### src/rtl/irq_comb_pkg.sv
package irq_comb_pkg;
    localparam int SRC_N  = 8;
    localparam int LVL_W  = 3;
    localparam int ADDR_W = 2;
    localparam int REG_W  = SRC_N;

    typedef enum logic [ADDR_W-1:0] {
        OFF_STATUS = 2'd0,
        OFF_ENABLE = 2'd1,
        OFF_LEVEL  = 2'd2,
        OFF_REQ    = 2'd3
    } reg_off_e;

    typedef struct packed {
        logic [SRC_N-1:0] en;
        logic [LVL_W-1:0] lvl;
    } cfg_t;

    function automatic logic prio_pass(input logic gie,
                                       input logic [LVL_W-1:0] lvl,
                                       input logic [LVL_W-1:0] ipl);
        return gie && (lvl != '0) && (lvl > ipl);
    endfunction
endpackage

### src/rtl/irq_comb_status.sv
module irq_comb_status
    import irq_comb_pkg::*;
(
    input  logic             clk,
    input  logic             rst,
    input  logic [SRC_N-1:0] evt,
    input  logic             wr_stat,
    input  logic [SRC_N-1:0] wdata,
    input  logic             ack,
    output logic [SRC_N-1:0] status
);
    logic [SRC_N-1:0] keep_mask;
    logic [SRC_N-1:0] status_nx;

    always_comb begin
        keep_mask = wr_stat ? wdata : '1;
        status_nx = (status & keep_mask) | evt;
    end

    always_ff @(posedge clk) begin
        if (rst) status <= '0;
        else     status <= status_nx;
    end

    // an event always leaves its flag set, even against a clear
    a_r3_set_wins: assert property (@(posedge clk) disable iff (rst)
        (evt != '0) |=> ((status & $past(evt)) == $past(evt)));

    // flags only fall through a status write
    a_r2_clear_by_write: assert property (@(posedge clk) disable iff (rst)
        !wr_stat |=> ((status & $past(status)) == $past(status)));

    // acknowledge without a write never drops a flag
    a_r6_ack_keeps: assert property (@(posedge clk) disable iff (rst)
        (ack && !wr_stat) |=> ((status | ~$past(status)) == '1));
endmodule

### src/rtl/irq_comb_cfg.sv
module irq_comb_cfg
    import irq_comb_pkg::*;
(
    input  logic             clk,
    input  logic             rst,
    input  logic             wr_en,
    input  logic             wr_lvl,
    input  logic [SRC_N-1:0] wdata,
    output cfg_t             cfg
);
    always_ff @(posedge clk) begin
        if (rst) begin
            cfg <= '0;
        end else begin
            if (wr_en)  cfg.en  <= wdata;
            if (wr_lvl) cfg.lvl <= wdata[LVL_W-1:0];
        end
    end

    // the level moves only on its own write
    a_r5_level_hold: assert property (@(posedge clk) disable iff (rst)
        !wr_lvl |=> $stable(cfg.lvl));
endmodule

### src/rtl/irq_comb_gate.sv
module irq_comb_gate
    import irq_comb_pkg::*;
(
    input  logic             clk,
    input  logic             rst,
    input  logic [SRC_N-1:0] status,
    input  cfg_t             cfg,
    input  logic             gie,
    input  logic [LVL_W-1:0] ipl,
    output logic             req,
    output logic             fwd
);
    logic [SRC_N-1:0] hit;

    for (genvar k = 0; k < SRC_N; k++) begin : g_hit
        assign hit[k] = status[k] & cfg.en[k];
    end

    assign req = |hit;
    assign fwd = req & prio_pass(gie, cfg.lvl, ipl);

    // never forward at level 0 or at level not above the CPU priority
    a_r8_prio_gate: assert property (@(posedge clk) disable iff (rst)
        fwd |-> (cfg.lvl != '0 && cfg.lvl > ipl && gie && req));
endmodule

### src/rtl/irq_comb_top.sv
module irq_comb_top
    import irq_comb_pkg::*;
(
    input  logic              clk,
    input  logic              rst,
    input  logic [SRC_N-1:0]  evt_i,
    input  logic              ack_i,
    input  logic              gie_i,
    input  logic [LVL_W-1:0]  cpu_ipl_i,
    input  logic              reg_wr_i,
    input  logic [ADDR_W-1:0] reg_addr_i,
    input  logic [REG_W-1:0]  reg_wdata_i,
    output logic [REG_W-1:0]  reg_rdata_o,
    output logic              irq_req_o,
    output logic              cpu_irq_o
);
    reg_off_e         off;
    logic [SRC_N-1:0] status;
    cfg_t             cfg;
    logic             wr_stat, wr_en, wr_lvl;

    assign off     = reg_off_e'(reg_addr_i);
    assign wr_stat = reg_wr_i && off == OFF_STATUS;
    assign wr_en   = reg_wr_i && off == OFF_ENABLE;
    assign wr_lvl  = reg_wr_i && off == OFF_LEVEL;

    irq_comb_status u_stat (
        .clk(clk), .rst(rst), .evt(evt_i), .wr_stat(wr_stat),
        .wdata(reg_wdata_i), .ack(ack_i), .status(status));

    irq_comb_cfg u_cfg (
        .clk(clk), .rst(rst), .wr_en(wr_en), .wr_lvl(wr_lvl),
        .wdata(reg_wdata_i), .cfg(cfg));

    irq_comb_gate u_gate (
        .clk(clk), .rst(rst), .status(status), .cfg(cfg), .gie(gie_i),
        .ipl(cpu_ipl_i), .req(irq_req_o), .fwd(cpu_irq_o));

    always_comb begin
        reg_rdata_o = '0;
        unique case (off)
            OFF_STATUS: reg_rdata_o = status;
            OFF_ENABLE: reg_rdata_o = cfg.en;
            OFF_LEVEL:  reg_rdata_o[LVL_W-1:0] = cfg.lvl;
            OFF_REQ:    reg_rdata_o[0] = irq_req_o;
            default:    reg_rdata_o = '0;
        endcase
    end

    // no request without a pending and enabled pair
    a_r4_no_stale_req: assert property (@(posedge clk) disable iff (rst)
        ((status & cfg.en) == '0) |-> !irq_req_o);
endmodule

### config.mk
export PLATFORM = sky130hd
export DESIGN_NAME = irq_comb_top
export DESIGN_NICKNAME = d
export VERILOG_FILES = /design/src/rtl/irq_comb_pkg.sv /design/src/rtl/irq_comb_status.sv /design/src/rtl/irq_comb_cfg.sv /design/src/rtl/irq_comb_gate.sv /design/src/rtl/irq_comb_top.sv
export SDC_FILE = /design/constraint.sdc
export NUM_CORES = 1
export LEC_CHECK = 0
export ABC_AREA = 1
export CORE_ASPECT_RATIO = 1.1
export CORE_MARGIN = 3
export CORE_UTILIZATION = 35
export DETAILED_ROUTE_END_ITERATION = 6
export PLACE_DENSITY_LB_ADDON = 0.25
export SLEW_MARGIN = 5
export SYNTH_ARGS = -nofsm -noshare
export SYNTH_HDL_FRONTEND = slang
export SYNTH_SLANG_ARGS = --single-unit
### constraint.sdc
create_clock -name clk -period 3.2 [get_ports clk]
set_clock_uncertainty 0.2 [all_clocks]
set_input_delay 0.48 -clock clk [delete_from_list [all_inputs] [get_ports clk]]
set_output_delay 0.48 -clock clk [all_outputs]
set_load 0.03 [all_outputs]
==> flow_summary.yaml <==
sta:
  setup_ws_ns: 0.200
  grt_setup_unrepaired: "no"
  period_needed_ns: 3.00
  finalCritPeriodShare_pct: 93.7
  tightestPinTransition_ns: 0.876
  fmaxAchievable_ghz: 0.333
  slew_violations: 0
  fin_tns_setup_ns: 0
  slew-limit-headroom_pct: 41.4
  finalHoldViolCount: 0
  setup_viol: 0
clock_network:
  cts_max_path_buffers: 2
  postCtsSetupRepairBufs: 0
  root_buffer: "clkbuf_4"
  clk_pin_slew_ns: 0.11
  numClockSinks: 19
  clk_latency_ns: 0.30
  cts_tree: "yes"
  postCtsHoldBufs: 0
  cts_buffers: 3
  htree_levels: 1
  cts.repair.resized: 0
finish:
  final_cell_mix: "clkdlybuf4s50_1 (34), nand2_1 (26), inv_1 (23)"
  mostFrequentLayoutCell: "clkdlybuf4s50_1"
  multi_input_comb_area_sq_um: 513
  final_nets: 202
  n_fill_cell: 269
  num_antenna_cells: 0
  seqCellArea_sq_um: 380
  area_growth_pct: 39.2
  drive_above_1_share_pct: 8.72
  fin_cells: 203
global_route:
  grt_start_max_net_pins: 20
  grt_pass1_wl_um: 3770
  antenna_found_initial: 0
  grt_pass1_vias: 901
  grt_util_all_layers_pct: 13.3
  overflow: 0
pwr:
  p_comb_share_pct: 24.9
  power.leakage_nw: 0.575
  switchingPower_mw: 0.151
  finalPower_mw: 0.511
  seq_power_share_pct: 50.7
  power.share.clock_pct: 24.4
  power_density_nw_per_um2: 366
  switching_share_pct: 29.5
  peakVddDrop_mv: 0.280
  p_int_mw: 0.361
synthesis:
  synth_fp_nets: 165
  ys_ff_latch: 19
  synth_compound_area_share_pct: 26.6
  synthMuxAreaShare_pct: 0
  synthAdderAreaFrac_pct: 3.74
  synth-seq-area-share_pct: 37.9
  syn_area_per_cell_sq_um: 7.38
  synth_xor_area_share_pct: 0
  synthSimpleGateAreaFrac_pct: 20.8
  syn-instance-count: 136
  syn_area_sq_um: 1000
  synthDistinctLibCells: 19
  synth_top_family_by_area: "compound AO/OA/AOI/OAI gates"
  yosysWarnings: 0
worst_setup_path:
  reg2regPathDepth: 2
  arrival_ns: 2.32
  max_stage_delay_ns: 0.71
  crit_top_cell: "clkdlybuf4s50_1"
  worstPathRequired_ns: 2.52
  crit_chain: "clkdlybuf4s50_1 > nor2_4 > inv_1 > o221ai_1 > clkdlybuf4s50_1"
  cp.depth: 5
  critPathMaxFanout: 7
  cp_top_family: "buffers and inverters"
  critPathBufInv: 3
  start_kind: "input pin"
  cpMaxStageDelayCell: "clkdlybuf4s50_1"
  cp-end-kind: "primary output"
  crit_type: "input pin to primary output"
route:
  num_vias: 1008
  post_drt_via_cell_ratio: 4.97
  dr.pass1.iters: 4
  drt_iter0_drc: 11
  drcViolationCount: 0
  post_drt_wl_per_cell_um: 11.8
  wirelength_um: 2390
  drtAntennaViolNets: 0
floorplanning:
  rows: 19
  die_h_um: 62.2
  core_area_sq_um: 2620
  boundaryPins: 36
  die_w_um: 57.1
  start_util_pct: 38.4
  fp.dieArea_sq_um: 3550
hold_path:
  hold_path_depth: 2
  hold_path.class: "flop to flop"
run:
  max_cap_violations: 0
placed_design:
  place.gp.congestion: 0.836
  pre_cts_ws_ns: 0.193
  numPortBuffers: 34
  dp.cells: 199
  hpwlAfterDp_um: 1780
outcome:
  run_status: "complete, no violations"
[final timing paths]
path                                                start                         to  slack [ns]
worst max-delay path                        reg_addr_i[1]             reg_rdata_o[1]        0.20
worst min-delay path            u_cfg.cfg[3]$_SDFFE_PP0P_  u_cfg.cfg[3]$_SDFFE_PP0P_        0.29
worst max register to register  u_cfg.cfg[1]$_SDFFE_PP0P_  u_cfg.cfg[1]$_SDFFE_PP0P_        2.29
worst min register to register  u_cfg.cfg[3]$_SDFFE_PP0P_  u_cfg.cfg[3]$_SDFFE_PP0P_        0.29
[registers in the layout (all words and copies together), names as in the netlist]
| register | flops |
|---|---|
| u_cfg.cfg | 11 |
| u_stat.status | 8 |
[synthesized netlist by cell type]
| cell type | number | area share [%] |
|---|---|---|
| dfxtp_1 | 19 | 38 |
| nor2_1 | 14 | 5.2 |
| nand2_1 | 26 | 9.7 |
| nand3_1 | 4 | 2.0 |
| o21ai_0 | 15 | 7.5 |
| nand2_4 | 1 | 1.1 |
| o221ai_1 | 2 | 1.7 |
| a31oi_1 | 1 | 0.62 |
| inv_1 | 23 | 8.6 |
| clkbuf_1 | 1 | 0.37 |
| a211oi_2 | 7 | 8.7 |
| a211oi_1 | 4 | 3.0 |
| nor2_4 | 2 | 2.2 |
| a21oi_1 | 10 | 5.0 |
| inv_2 | 1 | 0.37 |
| buf_2 | 1 | 0.50 |
| buf_6 | 1 | 1.1 |
| nor3_1 | 1 | 0.50 |
| ha_1 | 3 | 3.7 |
[final cells by class]
cell class	count	share of cell area (%)
timing repair buffer	35	24.9
multi-input combinational	90	36.7
sequential	19	27.2
clock buffer	4	1.88
inverter	24	6.45
tap	31	2.78
[kinds of logic (layout without fill, tap and decap cells)]
logic type | count (synthesis) | count (layout)
and+or+nand+nor | 48 | 48
adders and majority gates | 3 | 3
AOI/OAI and AO/OA | 39 | 39
buffers and inverters | 27 | 63
DFF | 19 | 19
[metal layers]
layer,GRT usage [%],wire (um),vias to the layer above
met2,21.9,1210,25
li1,-,-,520
met1,16.3,1030,459
met5,0,0,-
met3,2.90,115,4
met4,6.38,31,0
[per-stage QoR]
step           hold slack, ns  instance area (sq um)  utilization, %
6_report                0.290                   1400            53.4
4_1_cts                 0.291                   1400            53.4
3_5_place_dp            0.274                   1370            52.4
3_3_place_gp            0.269                   1370            52.4
2_1_floorplan           0.249                   1000               -
5_1_grt                 0.320                   1400            53.4
[worst register-to-register path: stages, from the launching register on]
cell,delay [ns]
dfxtp_1,0.34
inv_1,0.07
a211oi_1,0.21
[power by group through the flow]
stage	Clock (mW)	Sequential [mW]	Combinational (mW)
6_report	0.125	0.259	0.127
5_1_grt	0.138	0.261	0.138
4_1_cts	0.129	0.259	0.128
3_5_place_dp	0	0.264	0.128
3_3_place_gp	0	0.264	0.125
2_1_floorplan	0	0.262	0.0672
No activity file was read; power rests on OpenSTA's default activity.
